**config.mk**
```make
export PLATFORM = sky130hd
export DESIGN_NAME = rst_arbiter
export DESIGN_NICKNAME = d
export VERILOG_FILES = /design/src/rtl/rst_arb_pkg.sv /design/src/rtl/rst_pin_sync.sv /design/src/rtl/por_release_timer.sv /design/src/rtl/puc_stretcher.sv /design/src/rtl/reset_cause_reg.sv /design/src/rtl/rst_arbiter.sv
export SDC_FILE = /design/constraint.sdc
export NUM_CORES = 1
export LEC_CHECK = 0
export BUFFER_PORTS_ARGS = -buffer_cell sky130_fd_sc_hd__buf_2
export CAP_MARGIN = 20
export CORE_ASPECT_RATIO = 0.5
export CORE_MARGIN = 1
export CORE_UTILIZATION = 47
export DETAILED_ROUTE_END_ITERATION = 16
export GPL_ROUTABILITY_DRIVEN = 0
export PLACE_DENSITY = 0.81
export SLEW_MARGIN = 10
export SYNTH_ARGS = -nofsm -noshare
export SYNTH_HDL_FRONTEND = slang
export SYNTH_SLANG_ARGS = --single-unit
```
**constraint.sdc**
```tcl
create_clock -name clk_i -period 1.95 [get_ports clk_i]
set_input_delay 0.39 -clock clk_i [delete_from_list [all_inputs] [get_ports clk_i]]
set_output_delay 0.39 -clock clk_i [all_outputs]
set_load 0.03 [all_outputs]
```
**src/rtl/rst_arb_pkg.sv**
```systemverilog
package rst_arb_pkg;

   localparam int CAUSE_W = 5;

   typedef enum int unsigned {
      SRC_SUPPLY = 0,
      SRC_PIN    = 1,
      SRC_SVS    = 2,
      SRC_WDT    = 3,
      SRC_FLASH  = 4
   } src_e;

   typedef logic [CAUSE_W-1:0] cause_t;

   function automatic cause_t src_bit(src_e s);
      cause_t c;
      c = '0;
      c[int'(s)] = 1'b1;
      return c;
   endfunction

endpackage

```
**src/rtl/rst_pin_sync.sv**
```systemverilog
module rst_pin_sync #(
   parameter int STAGES = 2
) (
   input  logic clk_i,
   input  logic arst_n_i,
   input  logic d_i,
   output logic q_o
);

   if (STAGES < 2) begin : g_bad_stages
      $error("rst_pin_sync: STAGES must be at least 2");
   end

   logic [STAGES-1:0] stage_q;

   // Pin reads as released while supply is absent, so it cannot stretch power-up.
   always_ff @(posedge clk_i or negedge arst_n_i) begin
      if (!arst_n_i) begin
         stage_q <= '1;
      end else begin
         stage_q <= {stage_q[STAGES-2:0], d_i};
      end
   end

   assign q_o = stage_q[STAGES-1];

endmodule

```
**src/rtl/por_release_timer.sv**
```systemverilog
module por_release_timer #(
   parameter int RELEASE_CYCLES = 16000
) (
   input  logic clk_i,
   input  logic pwr_ok_i,
   input  logic hold_i,
   output logic por_o
);

   if (RELEASE_CYCLES < 1) begin : g_bad_release
      $error("por_release_timer: RELEASE_CYCLES must be at least 1");
   end

   localparam int CNT_W = $clog2(RELEASE_CYCLES + 1);
   localparam logic [CNT_W-1:0] LAST = CNT_W'(RELEASE_CYCLES - 1);

   logic [CNT_W-1:0] cnt_q;
   logic             por_q;

   always_ff @(posedge clk_i or negedge pwr_ok_i) begin
      if (!pwr_ok_i) begin
         por_q <= 1'b1;
         cnt_q <= '0;
      end else if (hold_i) begin
         por_q <= 1'b1;
         cnt_q <= '0;
      end else if (por_q) begin
         if (cnt_q == LAST) begin
            por_q <= 1'b0;
            cnt_q <= '0;
         end else begin
            cnt_q <= cnt_q + 1'b1;
         end
      end
   end

   assign por_o = por_q;

endmodule

```
**src/rtl/puc_stretcher.sv**
```systemverilog
module puc_stretcher #(
   parameter int PUC_CYCLES = 4
) (
   input  logic clk_i,
   input  logic pwr_ok_i,
   input  logic trig_i,
   input  logic por_i,
   output logic puc_o
);

   if (PUC_CYCLES < 1) begin : g_bad_puc
      $error("puc_stretcher: PUC_CYCLES must be at least 1");
   end

   logic active;

   if (PUC_CYCLES == 1) begin : g_single
      logic hit_q;
      always_ff @(posedge clk_i or negedge pwr_ok_i) begin
         if (!pwr_ok_i) hit_q <= 1'b0;
         else           hit_q <= trig_i;
      end
      assign active = hit_q;
   end else begin : g_count
      localparam int PW = $clog2(PUC_CYCLES + 1);
      logic [PW-1:0] left_q;
      always_ff @(posedge clk_i or negedge pwr_ok_i) begin
         if (!pwr_ok_i) begin
            left_q <= '0;
         end else if (trig_i) begin
            left_q <= PW'(PUC_CYCLES);
         end else if (left_q != '0) begin
            left_q <= left_q - 1'b1;
         end
      end
      assign active = (left_q != '0);
   end

   assign puc_o = por_i | active;

endmodule

```
**src/rtl/reset_cause_reg.sv**
```systemverilog
module reset_cause_reg
   import rst_arb_pkg::*;
(
   input  logic   clk_i,
   input  logic   pwr_ok_i,
   input  logic   pin_hit_i,
   input  logic   svs_hit_i,
   input  logic   wdt_hit_i,
   input  logic   flash_hit_i,
   input  logic   clear_i,
   output cause_t cause_o
);

   cause_t cause_q;
   cause_t por_bits;
   cause_t puc_bits;
   cause_t base;

   always_comb begin
      por_bits = '0;
      puc_bits = '0;
      if (pin_hit_i)   por_bits = por_bits | src_bit(SRC_PIN);
      if (svs_hit_i)   por_bits = por_bits | src_bit(SRC_SVS);
      if (wdt_hit_i)   puc_bits = puc_bits | src_bit(SRC_WDT);
      if (flash_hit_i) puc_bits = puc_bits | src_bit(SRC_FLASH);
      base = clear_i ? '0 : cause_q;
   end

   always_ff @(posedge clk_i or negedge pwr_ok_i) begin
      if (!pwr_ok_i) begin
         cause_q <= src_bit(SRC_SUPPLY);
      end else if (por_bits != '0) begin
         cause_q <= por_bits;
      end else begin
         cause_q <= base | puc_bits;
      end
   end

   assign cause_o = cause_q;

endmodule

```
**src/rtl/rst_arbiter.sv**
```systemverilog
module rst_arbiter
   import rst_arb_pkg::*;
#(
   parameter int                 ADDR_W         = 16,
   parameter logic [ADDR_W-1:0]  VEC_ADDR       = ADDR_W'('hFFFE),
   parameter int                 RELEASE_CYCLES = 16000,
   parameter int                 PUC_CYCLES     = 4,
   parameter int                 SYNC_STAGES    = 2
) (
   input  logic              clk_i,
   input  logic              supply_ok_i,
   input  logic              rst_pin_n_i,
   input  logic              pin_nmi_mode_i,
   input  logic              svs_low_i,
   input  logic              svs_por_en_i,
   input  logic              wdt_expire_i,
   input  logic              wdt_interval_mode_i,
   input  logic              flash_key_viol_i,
   input  logic              cause_clear_i,
   output logic              por_o,
   output logic              puc_o,
   output logic [ADDR_W-1:0] reset_vector_o,
   output logic [CAUSE_W-1:0] cause_o
);

   if (ADDR_W < 1) begin : g_bad_addr
      $error("rst_arbiter: ADDR_W must be positive");
   end

   logic pin_sync;
   logic pin_hit;
   logic svs_hit;
   logic por_hold;
   logic wdt_hit;
   logic flash_hit;
   logic puc_trig;
   logic por_int;
   logic puc_int;

   rst_pin_sync #(.STAGES(SYNC_STAGES)) u_pin_sync (
      .clk_i    (clk_i),
      .arst_n_i (supply_ok_i),
      .d_i      (rst_pin_n_i),
      .q_o      (pin_sync)
   );

   assign pin_hit   = !pin_sync && !pin_nmi_mode_i;
   assign svs_hit   = svs_low_i && svs_por_en_i;
   assign por_hold  = pin_hit || svs_hit;
   assign wdt_hit   = wdt_expire_i && !wdt_interval_mode_i;
   assign flash_hit = flash_key_viol_i;
   assign puc_trig  = wdt_hit || flash_hit;

   por_release_timer #(.RELEASE_CYCLES(RELEASE_CYCLES)) u_por_timer (
      .clk_i    (clk_i),
      .pwr_ok_i (supply_ok_i),
      .hold_i   (por_hold),
      .por_o    (por_int)
   );

   puc_stretcher #(.PUC_CYCLES(PUC_CYCLES)) u_puc (
      .clk_i    (clk_i),
      .pwr_ok_i (supply_ok_i),
      .trig_i   (puc_trig),
      .por_i    (por_int),
      .puc_o    (puc_int)
   );

   reset_cause_reg u_cause (
      .clk_i       (clk_i),
      .pwr_ok_i    (supply_ok_i),
      .pin_hit_i   (pin_hit),
      .svs_hit_i   (svs_hit),
      .wdt_hit_i   (wdt_hit),
      .flash_hit_i (flash_hit),
      .clear_i     (cause_clear_i),
      .cause_o     (cause_o)
   );

   assign por_o          = por_int;
   assign puc_o          = puc_int;
   assign reset_vector_o = puc_int ? VEC_ADDR : '0;

endmodule

```
Yosys cells after proc, flatten, opt, wreduce, memory -nomap -nowiden:

Cells that the tools add are included.

* logic and storage cells: 37
* output and inout bits: 23
* flip-flop bits (word level): 25

* equal/unequal tests: 1
* reduce and logical (&&, ||, !) cells: 12
* multiplexer cells: 15
* bitwise logic cells: 2
* $add $sub $neg: 2

Operators by type and width (count)
* $mux W14: 3
* $mux W16: 1
* $mux W5: 3
* $add A14 B1 Y14 const B: 1
* $eq A14 B14 Y1 const B: 1
* $mux W3: 3
* $or A5 B5 Y5: 1
* $reduce_bool A5 Y1: 1
* $mux W4: 1
* $reduce_bool A2 Y1: 2
* $logic_and A1 B1 Y1: 3
* $logic_not A1 Y1: 3
* $mux W1: 3
* $reduce_bool A3 Y1: 1
* $sub A3 B1 Y3 const B: 1
* $logic_or A1 B1 Y1: 2
* $mux W2: 1
* $or A1 B1 Y1: 1

Longest topological paths before layout:

Gate-level depths: netlist of run 1.

* depth in word-level cells: 6
* gate-level depth with buffers: 6
* depth with buffers taken out: 5

By module:

From an unflattened synthesis of run 1, not the netlist that was laid out.

* cell total of the unflattened synthesis: 151
* area, all modules: 1506.4 um2

By module, submodules not included
* por_release_timer: times used 1, seq. area each 376.6 um2, area an instance 903.4 um2, cells each 93
* reset_cause_reg: times used 1, seq. area each 126.4 um2, area an instance 201.4 um2, cells each 17
* puc_stretcher: times used 1, seq. area each 75.1 um2, area an instance 186.4 um2, cells each 17
* rst_arbiter: times used 1, seq. area each 0.0 um2, area an instance 162.7 um2, cells each 22
* rst_pin_sync: times used 1, seq. area each 52.6 um2, area an instance 52.6 um2, cells each 2

Worst setup path before layout of run 1:

No wires, ideal clock.

* kind: register to register
* start: register u_por_timer.cnt_q[8]
* end: register u_por_timer.cnt_q[0]
* library setup time: 125 ps
* path slack: 95 ps
* cell stages (with the launch flop): 6
* arrival: 1730 ps
* cells stage by stage: dfrtp_1 or3b_4 o41ai_4 buf_6 nor2_4 mux2_2

* cells in the longest elaborated chain, start to end: 4

Ends and longest elaborated chain
* start: declaration: line por_release_timer.sv:17 `logic [CNT_W-1:0] cnt_q;`
* start signal: assignment: line por_release_timer.sv:32 `cnt_q <= cnt_q + 1'b1;`
* $eq A14 B14 Y1: line por_release_timer.sv:28 `if (cnt_q == LAST) begin`
* $mux W14: line por_release_timer.sv:28
* $mux W14: line por_release_timer.sv:27 `end else if (por_q) begin`
* $mux W14: line por_release_timer.sv:24 `end else if (hold_i) begin`

No other way between the ends. The select of a mux whose other input is x is not followed.
A chain may end at the register's enable or synchronous reset.

Worst setup path in the final report of run 1:

* start: register u_por_timer.cnt_q[8]
* end: register u_por_timer.cnt_q[8]

* cells in the longest elaborated chain, start to end: 4
* elaborated cells between the ends (all ways): 5
* those cells by class: 1 x add/sub; 1 x eq/ne; 3 x mux

Ends and longest elaborated chain (line)
* $add A14 B1 Y14 / $eq A14 B14 Y1 (equally long branches): por_release_timer.sv:32, por_release_timer.sv:28
* $mux W14 *: por_release_timer.sv:28
* $mux W14 *: por_release_timer.sv:27
* $mux W14 *: por_release_timer.sv:24

Every way passes the cells marked *; elsewhere a longest branch is shown, timed or not. The select of a mux whose other input is x is not followed.

==> results.sh, run 1 <==
export IMPL_htreeDepth=1
export IMPL_max_slew_worst_pin_slew_ns=0.5519
export IMPL_path_clk_slew_ns=0.09
export IMPL_finalHoldViolations=0
export IMPL_finalCritPeriodShare_pct=94.99
export IMPL_busiest_layer="met2"
export IMPL_cp_required_ns=2.12
export IMPL_setup_slack_ns=0.09779
export IMPL_max_stage_delay_ns=0.43
export IMPL_crit_fanout=17
export IMPL_slew_headroom_pct=63.21
export IMPL_path_cells="or3b_4, o41ai_4, buf_4, o311ai_0, o21a_1"
export IMPL_critPathCapture="u_por_timer.cnt_q[8]"
export IMPL_pre_cts_ws_ns=0.1172
export IMPL_core_area_mm2=0.002700
export IMPL_rows=13
export IMPL_p_seq_share_pct=53.9
export IMPL_diodes=0
export IMPL_fillers=228
export IMPL_mappedNetlistArea_mm2=0.001399
export IMPL_hold_path_class="primary input to async pin"
export IMPL_critical_path_slowest_cell="dfrtp_1"
export IMPL_power_internal_mw=0.7878
export IMPL_dp_cells=193
export IMPL_multi_input_area_um2=631.9
export IMPL_synth_ff_type="dfrtp_1"
export IMPL_start_util_pct=51.81
export IMPL_cts_sinks=25
export IMPL_ys_types=40
export IMPL_drt_pass1_iter_count=4
export IMPL_antenna_found_initial=0
export IMPL_cts_inserted_buffers=3
export IMPL_cp_arrival_ns=2.02
export IMPL_regToRegEndpoint="u_por_timer.cnt_q[8]"
export IMPL_cp_buffers_inverters=1
export IMPL_dieArea_mm2=0.003212
export IMPL_remaining_drc_errors=0
export IMPL_p_leak_nw=0.7221
export IMPL_critPathLaunchType="flop"
export IMPL_viasPerCell=5.505
export IMPL_cts_buffer_depth=2
export IMPL_crit_type="flop to flop"
export IMPL_final_cell_mix="23 x buf_2, 21 x dfrtp_1, 14 x buf_4"
export IMPL_clock_fmax_mhz=539.9
export IMPL_ios=33
export IMPL_cts_tree="done"
export IMPL_grt_use_total_pct=18.54
export IMPL_drive_gt1_share_pct=36.02
export IMPL_syn_area_per_cell_um2=10.06
export IMPL_seq_area_um2=630.6
export IMPL_cp_depth=5
export IMPL_pwr_density_cell_mw_per_mm2=692.2
export IMPL_cp_startpoint="u_por_timer.cnt_q[8]"
export IMPL_yosys_register_bits=25
export IMPL_synth_edf_count=0
export IMPL_swShare_pct=28.55
export IMPL_final_core_util_pct=58.99
export IMPL_outcome="finished, final reports clean"
export IMPL_r2r_slack_ns=0.1
export IMPL_wl_per_cell_um=14.10
export IMPL_wl_um=2791
export IMPL_die_x_um=79.15
export IMPL_syn_inst=139
export IMPL_clockPowerShare_pct=29.0
export IMPL_grtUsageMet3_pct=3.409
export IMPL_cts_setup_buffers=0
export IMPL_r2r_cells=5
export IMPL_clk_latency_ns=0.27
export IMPL_grt_overflow_total=0
export IMPL_grt_pass1_vias=921
export IMPL_critPathTopFamily="compound AO/OA/AOI/OAI gates"
export IMPL_rsz0062_at_grt="false"
export IMPL_areaGrowthSynthToFinish_pct=13.86
export IMPL_period_needed_ns=1.852
export IMPL_yosysWarnings=0
export IMPL_grt_util_met2_pct=32.76
export IMPL_final_common_cell="buf_2"
export IMPL_vias=1090
export IMPL_synth_nets=152
export IMPL_first_iter_violations=70
export IMPL_max_cap_violations=0
export IMPL_setup_violations=0
export IMPL_grt_start_max_net_pins=26
export IMPL_yosysSeqAreaShare_pct=45.08
export IMPL_fin_cells=198
export IMPL_slew_viol_final=0
export IMPL_crit_path_end_kind="flop"
export IMPL_ir_worst_vdd_uv=437.5
export IMPL_async_flop_share_pct=100.0
export IMPL_ant_nets=0
export IMPL_skew_ns=0.004162
export IMPL_net_switching_power_mw=0.3148
export IMPL_gr_usage_met1_pct=23.64
export IMPL_power_frac_comb_pct=17.2
export IMPL_die_h_um=40.58
export IMPL_hpwl_um=1943
export IMPL_nNetsFinal=175
export IMPL_grt_pass1_wl_um=4326
export IMPL_regToRegStartpoint="u_por_timer.cnt_q[8]"
export IMPL_numPortBuffers=31
export IMPL_finalSetupTns_ns=0
export IMPL_root_buffer="clkbuf_8"
==> cells in the mapped netlist, types with 2 or more instances <==
master | instances | area, um^2
xor2_1 | 3 | 26.28
ha_1 | 3 | 37.54
buf_4 | 16 | 120.1
a211oi_1 | 2 | 15.01
clkbuf_1 | 2 | 7.510
nor2_1 | 13 | 48.80
dfstp_2 | 4 | 105.1
nor4_1 | 6 | 37.54
nand2b_1 | 3 | 18.77
nor3_1 | 4 | 20.02
o21ai_0 | 2 | 10.01
o21a_1 | 5 | 37.54
nand3_1 | 2 | 10.01
o311ai_0 | 5 | 43.79
or2_2 | 3 | 18.77
a22o_1 | 3 | 26.28
inv_1 | 4 | 15.01
o31ai_1 | 2 | 15.01
a21oi_1 | 3 | 15.01
nand4_1 | 3 | 18.77
nand2_1 | 12 | 45.04
dfrtp_1 | 21 | 525.5
==> worst reg2reg max path, cell delays in order (launching register included) <==
cell      delay, ns
dfrtp_1        0.43
or3b_4         0.42
o41ai_4        0.31
buf_4          0.27
o311ai_0       0.19
o21a_1         0.14
==> logic make-up (layout without fill, tap and decap cells) <==
group / count (synthesis) / count (layout) / share of synthesized area, %
fa+ha+maj: 3 / 3 / 2.684
flops: 25 / 25 / 45.08
mux: 1 / 1 / 0.8050
buf+inv: 24 / 45 / 11.99
other cells: 1 / 1 / 0.2681
compound gates: 28 / 28 / 16.73
xor+xnor: 4 / 4 / 2.505
simple gates: 53 / 54 / 19.95
==> sequential cells by signal, indices dropped and copies added (netlist names) <==
signal	cells
u_por_timer.cnt_q	14
u_puc.g_count.left_q	3
u_pin_sync.stage_q	2
u_por_timer.por_o	1
u_cause.cause_o	5
==> per-stage QoR <==
| stage | hold WS [ns] | power [mW] | cell area [um^2] |
|---|---|---|---|
| 6_report | 0.09208 | 1.103 | 1593 |
| 3_3_place_gp | 0.3461 | 0.7617 | 1493 |
| 2_1_floorplan | 0.09441 | 0.7137 | 1399 |
| 5_1_grt | 0.1276 | 1.165 | 1593 |
| 3_5_place_dp | 0.3509 | 0.7726 | 1493 |
| 4_1_cts | 0.1080 | 1.095 | 1544 |
==> worst min path at each step <==
stage / cells past startpoint / to / start / slack [ns]
floorplan: 0 / u_cause.cause_o[1] / supply_ok_i / 0.09
global placement: 0 / u_pin_sync.stage_q[1] / u_pin_sync.stage_q[0] / 0.35
detailed placement: 0 / u_pin_sync.stage_q[1] / u_pin_sync.stage_q[0] / 0.35
CTS: 1 / u_por_timer.cnt_q[9] / supply_ok_i / 0.11
global route: 1 / u_por_timer.cnt_q[9] / supply_ok_i / 0.13
finish: 1 / u_por_timer.cnt_q[9] / supply_ok_i / 0.09
==> final cells by class <==
type                       count  share of cell area (%)
inverter                       4                  0.9427
clock inverter                 1                  0.4713
timing repair buffer          37                   13.83
tap                           37                   2.907
clock buffer                   3                   2.592
multi-input combinational     91                   39.67
sequential                    25                   39.59
==> power groups by stage <==
stage | clock [mW] | sequential, mW | combinational, mW
4_1_cts | 0.330 | 0.593 | 0.171
3_3_place_gp | 0 | 0.601 | 0.161
2_1_floorplan | 0 | 0.609 | 0.105
3_5_place_dp | 0 | 0.603 | 0.170
6_report | 0.319 | 0.594 | 0.189
5_1_grt | 0.355 | 0.600 | 0.210
==> per-layer routing <==
metal	up-vias	routed length, um
met5	-	0
li1	528	-
met1	516	1214
met3	4	157
met2	42	1384
met4	0	34
==> repair_timing <==
| action | CTS | global route |
|---|---|---|
| hold buffers | 0 | 0 |
| pin swaps | 0 | 1 |
| endpoints found under the setup margin | 16 | 16 |
| resized for setup | 1 | 22 |
| cloned | 0 | 1 |
Power figures use the tool's default switching activity.
==> inputs of run 2 (changes only) <==
PLACE_DENSITY = 0.7   (was 0.81)
==> run 2 against run 1 <==
Against the previous run:
- hold slack better by 0.012 ns
- routed wire length down 8.6%
- worst setup slack worse by 0.037 ns
- clock skew down 0.0023 ns
- sequential cell count unchanged
- register-to-register slack better by 0.02 ns
- sequential power about the same
- power down 3.1%
- die area unchanged
- non-clock buffer count unchanged
- sequential share of layout area up 0.35 points
- largest cell class is now sequential cells
==> results.sh, run 2 (same netlist as run 1, synthesis figures left out) <==
export IMPL_clockPowerShare_pct=28.3
export IMPL_multi_input_area_um2=621.8
export IMPL_max_slew_worst_pin_slew_ns=0.5547
export IMPL_outcome="finished, final reports clean"
export IMPL_htreeDepth=1
export IMPL_wl_um=2551
export IMPL_diodes=0
export IMPL_drt_pass1_iter_count=4
export IMPL_final_common_cell="buf_2"
export IMPL_seq_area_um2=630.6
export IMPL_slew_headroom_pct=63.02
export IMPL_setup_violations=0
export IMPL_pwr_density_cell_mw_per_mm2=676.4
export IMPL_wl_per_cell_um=12.88
export IMPL_vias=1071
export IMPL_grt_pass1_wl_um=3877
export IMPL_crit_path_end_kind="output pin"
export IMPL_p_leak_nw=0.7207
export IMPL_die_h_um=40.58
export IMPL_swShare_pct=27.02
export IMPL_finalCritPeriodShare_pct=96.89
export IMPL_final_cell_mix="23 x buf_2, 21 x dfrtp_1, 14 x buf_4"
export IMPL_dp_cells=193
export IMPL_skew_ns=0.001854
export IMPL_setup_slack_ns=0.06066
export IMPL_rsz0062_at_grt="false"
export IMPL_cts_buffer_depth=2
export IMPL_antenna_found_initial=0
export IMPL_cp_arrival_ns=1.50
export IMPL_regToRegEndpoint="u_por_timer.cnt_q[12]"
export IMPL_clk_latency_ns=0.26
export IMPL_hpwl_um=1801
export IMPL_start_util_pct=51.81
export IMPL_grt_use_total_pct=16.56
export IMPL_fillers=250
export IMPL_grt_pass1_vias=908
export IMPL_ir_worst_vdd_uv=407.3
export IMPL_max_cap_violations=0
export IMPL_ant_nets=0
export IMPL_period_needed_ns=1.889
export IMPL_cts_tree="done"
export IMPL_critPathLaunchType="flop"
export IMPL_drive_gt1_share_pct=34.78
export IMPL_areaGrowthSynthToFinish_pct=12.88
export IMPL_crit_type="flop to output pin"
export IMPL_power_internal_mw=0.7795
export IMPL_finalHoldViolations=0
export IMPL_ios=33
export IMPL_crit_fanout=8
export IMPL_nNetsFinal=175
export IMPL_core_area_mm2=0.002700
export IMPL_largest_reg_flops=14
export IMPL_net_switching_power_mw=0.2886
export IMPL_clock_fmax_mhz=529.3
export IMPL_cts_inserted_buffers=3
export IMPL_die_x_um=79.15
export IMPL_finalSetupTns_ns=0
export IMPL_r2r_cells=5
export IMPL_regMostFlops="u_por_timer.cnt_q"
export IMPL_viasPerCell=5.409
export IMPL_slew_viol_final=0
export IMPL_cp_required_ns=1.56
export IMPL_cts_setup_buffers=0
export IMPL_p_seq_share_pct=55.6
export IMPL_hold_path_class="primary input to async pin"
export IMPL_numPortBuffers=31
export IMPL_fin_cells=198
export IMPL_regToRegStartpoint="u_por_timer.cnt_q[8]"
export IMPL_r2r_slack_ns=0.12
export IMPL_first_iter_violations=100
export IMPL_dieArea_mm2=0.003212
export IMPL_cts_sinks=25
export IMPL_p_total_mw=1.068
export IMPL_grt_overflow_total=0
export IMPL_path_clk_slew_ns=0.08
export IMPL_rows=13
export IMPL_root_buffer="clkbuf_8"
export IMPL_power_frac_comb_pct=16.1
export IMPL_grt_start_max_net_pins=26
export IMPL_pre_cts_ws_ns=0.1529
export IMPL_remaining_drc_errors=0
[run 2: cell types whose count changed in the layout (fill, tap and decap cells not counted)]
cell,change
clkbuf_1,+1
clkinvlp_4,-1
ha_2,+1
ha_4,-1
inv_1,+1
inv_2,-1
[run 2: metal layers]
metal  GRT usage [%]  up-vias  share of wire, %
met4           4.091        0              0.82
met3           4.091        2               6.2
met2           32.11       45                48
li1                -      530                 -
met1           19.32      494                45
met5               0        -                 0
[run 2: critical path, stage by stage (launching register included)]
cell	delay [ns]
dfrtp_1	0.39
inv_1	0.09
ha_2	0.21
nand2_4	0.07
or2_4	0.28
buf_2	0.19
[run 2: worst max path at each step]
stage | slack, ns | end | cells after the start | start
finish | 0.06 | reset_vector_o[5] | 5 | u_puc.g_count.left_q[0]
global route | 0.01 | reset_vector_o[5] | 5 | u_puc.g_count.left_q[0]
CTS | 0.008 | reset_vector_o[10] | 5 | u_puc.g_count.left_q[0]
detailed placement | 0.15 | u_por_timer.cnt_q[12] | 5 | u_por_timer.cnt_q[8]
global placement | 0.19 | u_por_timer.cnt_q[12] | 5 | u_por_timer.cnt_q[8]
floorplan | 0.09 | u_por_timer.cnt_q[0] | 5 | u_por_timer.cnt_q[8]
[run 2: cell type report]
class,count,share of cell area [%]
tap,37,2.932
inverter,4,0.9509
timing repair buffer,37,13.95
clock buffer,4,2.853
sequential,25,39.94
multi-input combinational,91,39.38
[run 2: stage by stage]
step,hold slack [ns],instance area [um^2],util (%)
finish,0.1040,1579,58.48
global route,0.1408,1579,58.48
CTS,0.1173,1540,57.04
detailed placement,0.3472,1493,55.28
global placement,0.3468,1493,55.28
floorplan,0.09441,1399,-
[run 2: power groups by stage]
stage	registers (mW)	logic (mW)	clock network [mW]
final	0.594	0.172	0.302
after global routing	0.599	0.193	0.333
after CTS	0.594	0.163	0.315
after detailed placement	0.603	0.162	0
after global placement	0.601	0.158	0
after floorplan	0.609	0.105	0
[run 2: timing repair]
item | in CTS | in global routing
hold buffers | 0 | 0
gates cloned | 0 | 1
gates resized for setup | 1 | 20
endpoints found under the setup margin | 16 | 16
hold endpoints to repair | 0 | 0
pin swaps | 0 | 2
==> inputs of run 3 (changes only) <==
BUFFER_PORTS_ARGS = -buffer_cell sky130_fd_sc_hd__clkbuf_2   (was -buffer_cell sky130_fd_sc_hd__buf_2)
==> run 3 against run 2 <==
Against the previous run:
- global-route usage is 0.30 points higher
- largest cell class unchanged
- combinational power hardly changed
- clock-buffer cell count stayed put
- critical path type unchanged
- die area stayed put
- worst setup slack better by 0.018 ns
- register-to-register slack hardly changed
- power hardly changed
- clock power hardly changed
==> results.sh, run 3 (same netlist as run 1, synthesis figures left out) <==
export IMPL_outcome="finished, final reports clean"
export IMPL_rows=13
export IMPL_core_area_mm2=0.002700
export IMPL_crit_path_end_kind="output pin"
export IMPL_max_slew_worst_pin_slew_ns=0.6307
export IMPL_cp_arrival_ns=1.48
export IMPL_p_leak_nw=0.7256
export IMPL_grt_pass1_vias=932
export IMPL_skew_ns=0.001081
export IMPL_final_cell_mix="21 x dfrtp_1, 15 x clkbuf_2, 15 x buf_4"
export IMPL_dieArea_mm2=0.003212
export IMPL_grt_overflow_total=0
export IMPL_grt_start_max_net_pins=26
export IMPL_start_util_pct=51.81
export IMPL_max_stage_delay_ns=0.41
export IMPL_crit_type="flop to output pin"
export IMPL_setup_violations=0
export IMPL_hold_path_class="primary input to async pin"
export IMPL_ant_nets=0
export IMPL_path_clk_slew_ns=0.08
export IMPL_path_cells="inv_2, ha_2, nand2_2, or2_4, clkbuf_4"
export IMPL_cts_buffer_depth=2
export IMPL_clock_fmax_mhz=534.5
export IMPL_areaGrowthSynthToFinish_pct=13.42
export IMPL_drt_pass1_iter_count=4
export IMPL_dp_cells=193
export IMPL_hold_buffers=0
export IMPL_wl_per_cell_um=13.03
export IMPL_cp_required_ns=1.56
export IMPL_finalSetupTns_ns=0
export IMPL_largest_reg_flops=14
export IMPL_grt_pass1_wl_um=3981
export IMPL_nNetsFinal=175
export IMPL_die_h_um=40.58
export IMPL_finalCritPeriodShare_pct=95.95
export IMPL_cts_tree="done"
export IMPL_clk_latency_ns=0.27
export IMPL_critical_path_slowest_cell="dfrtp_1"
export IMPL_ir_worst_vdd_uv=331.1
export IMPL_hpwl_um=1828
export IMPL_fillers=251
export IMPL_max_cap_violations=0
export IMPL_p_total_mw=1.069
export IMPL_crit_fanout=8
export IMPL_grt_use_total_pct=16.86
export IMPL_rsz0062_at_grt="false"
export IMPL_wl_um=2579
export IMPL_vias=1068
export IMPL_period_needed_ns=1.871
export IMPL_final_area_mm2=0.001587
export IMPL_slew_headroom_pct=57.95
export IMPL_dpl_cell_area_mm2=0.001493
export IMPL_fin_cells=198
export IMPL_remaining_drc_errors=0
export IMPL_viasPerCell=5.394
export IMPL_first_iter_violations=100
export IMPL_ios=33
export IMPL_cts_inserted_buffers=3
export IMPL_die_x_um=79.15
export IMPL_antenna_found_initial=0
export IMPL_root_buffer="clkbuf_8"
export IMPL_final_common_cell="dfrtp_1"
export IMPL_slew_viol_final=0
export IMPL_pwr_density_cell_mw_per_mm2=673.5
export IMPL_drive_gt1_share_pct=35.40
export IMPL_diodes=0
export IMPL_critPathLaunchType="flop"
export IMPL_finalHoldViolations=0
export IMPL_htreeDepth=1
export IMPL_numPortBuffers=31
export IMPL_r2r_cells=5
export IMPL_regMostFlops="u_por_timer.cnt_q"
export IMPL_cts_setup_buffers=0
export IMPL_cts_sinks=25
## run 3: path summary, 6_finish.rpt
path	slack, ns	from	endpoint
min reg2reg	0.36	u_pin_sync.stage_q[0]	u_pin_sync.stage_q[1]
max reg2reg	0.12	u_por_timer.cnt_q[8]	u_por_timer.cnt_q[12]
max in group asynchronous	1.42	supply_ok_i	u_puc.g_count.left_q[1]
max	0.08	u_puc.g_count.left_q[0]	reset_vector_o[13]
min	0.12	supply_ok_i	u_por_timer.cnt_q[0]
min in group clk_i	0.20	rst_pin_n_i	u_pin_sync.stage_q[0]
## run 3: stage by stage
stage,hold WS (ns),util [%],worst slack (ns)
after global routing,0.1655,58.76,0.01153
after global placement,0.3467,55.28,0.1830
after detailed placement,0.3475,55.28,0.1427
after CTS,0.1461,58.39,0.01961
after floorplan,0.09441,-,0.09494
final,0.1243,58.76,0.07902
## run 3: per-layer routing
layer / global-route usage (%) / share of wire (%) / vias up
met3: 4.091 / 5.3 / 2
met5: 0 / 0 / -
met1: 18.72 / 46 / 502
met2: 34.91 / 48 / 37
met4: 2.727 / 0.47 / 0
li1: - / - / 527
## run 3: worst max-delay path, delay by kind of cell (launching register included)
| kind | cells | cell delay [ns] |
|---|---|---|
| buffers and inverters | 2 | 0.26 |
| and+or+nand+nor | 2 | 0.36 |
| adders and majority gates | 1 | 0.18 |
| DFF | 1 | 0.41 |
## run 3: cell type report
class | instances | area, um^2 | share of cell area [%]
clock buffer | 4 | 45.04 | 2.839
inverter | 4 | 15.01 | 0.9464
multi-input combinational | 91 | 616.8 | 38.88
sequential | 25 | 630.6 | 39.75
tap | 37 | 46.29 | 2.918
timing repair buffer | 37 | 232.7 | 14.67
## run 3: power by group
group,leakage (nW),switching (mW),internal (mW)
clock,0.0228,0.159,0.146
sequential,0.321,0.0354,0.560
combinational,0.382,0.0961,0.0724
total,0.726,0.290,0.778
## run 3: timing repair
item | 4_1_cts | 5_1_grt
pin swaps | 1 | 2
gates resized for setup | 13 | 20
setup endpoints to repair | 16 | 16
cloned | 1 | 0
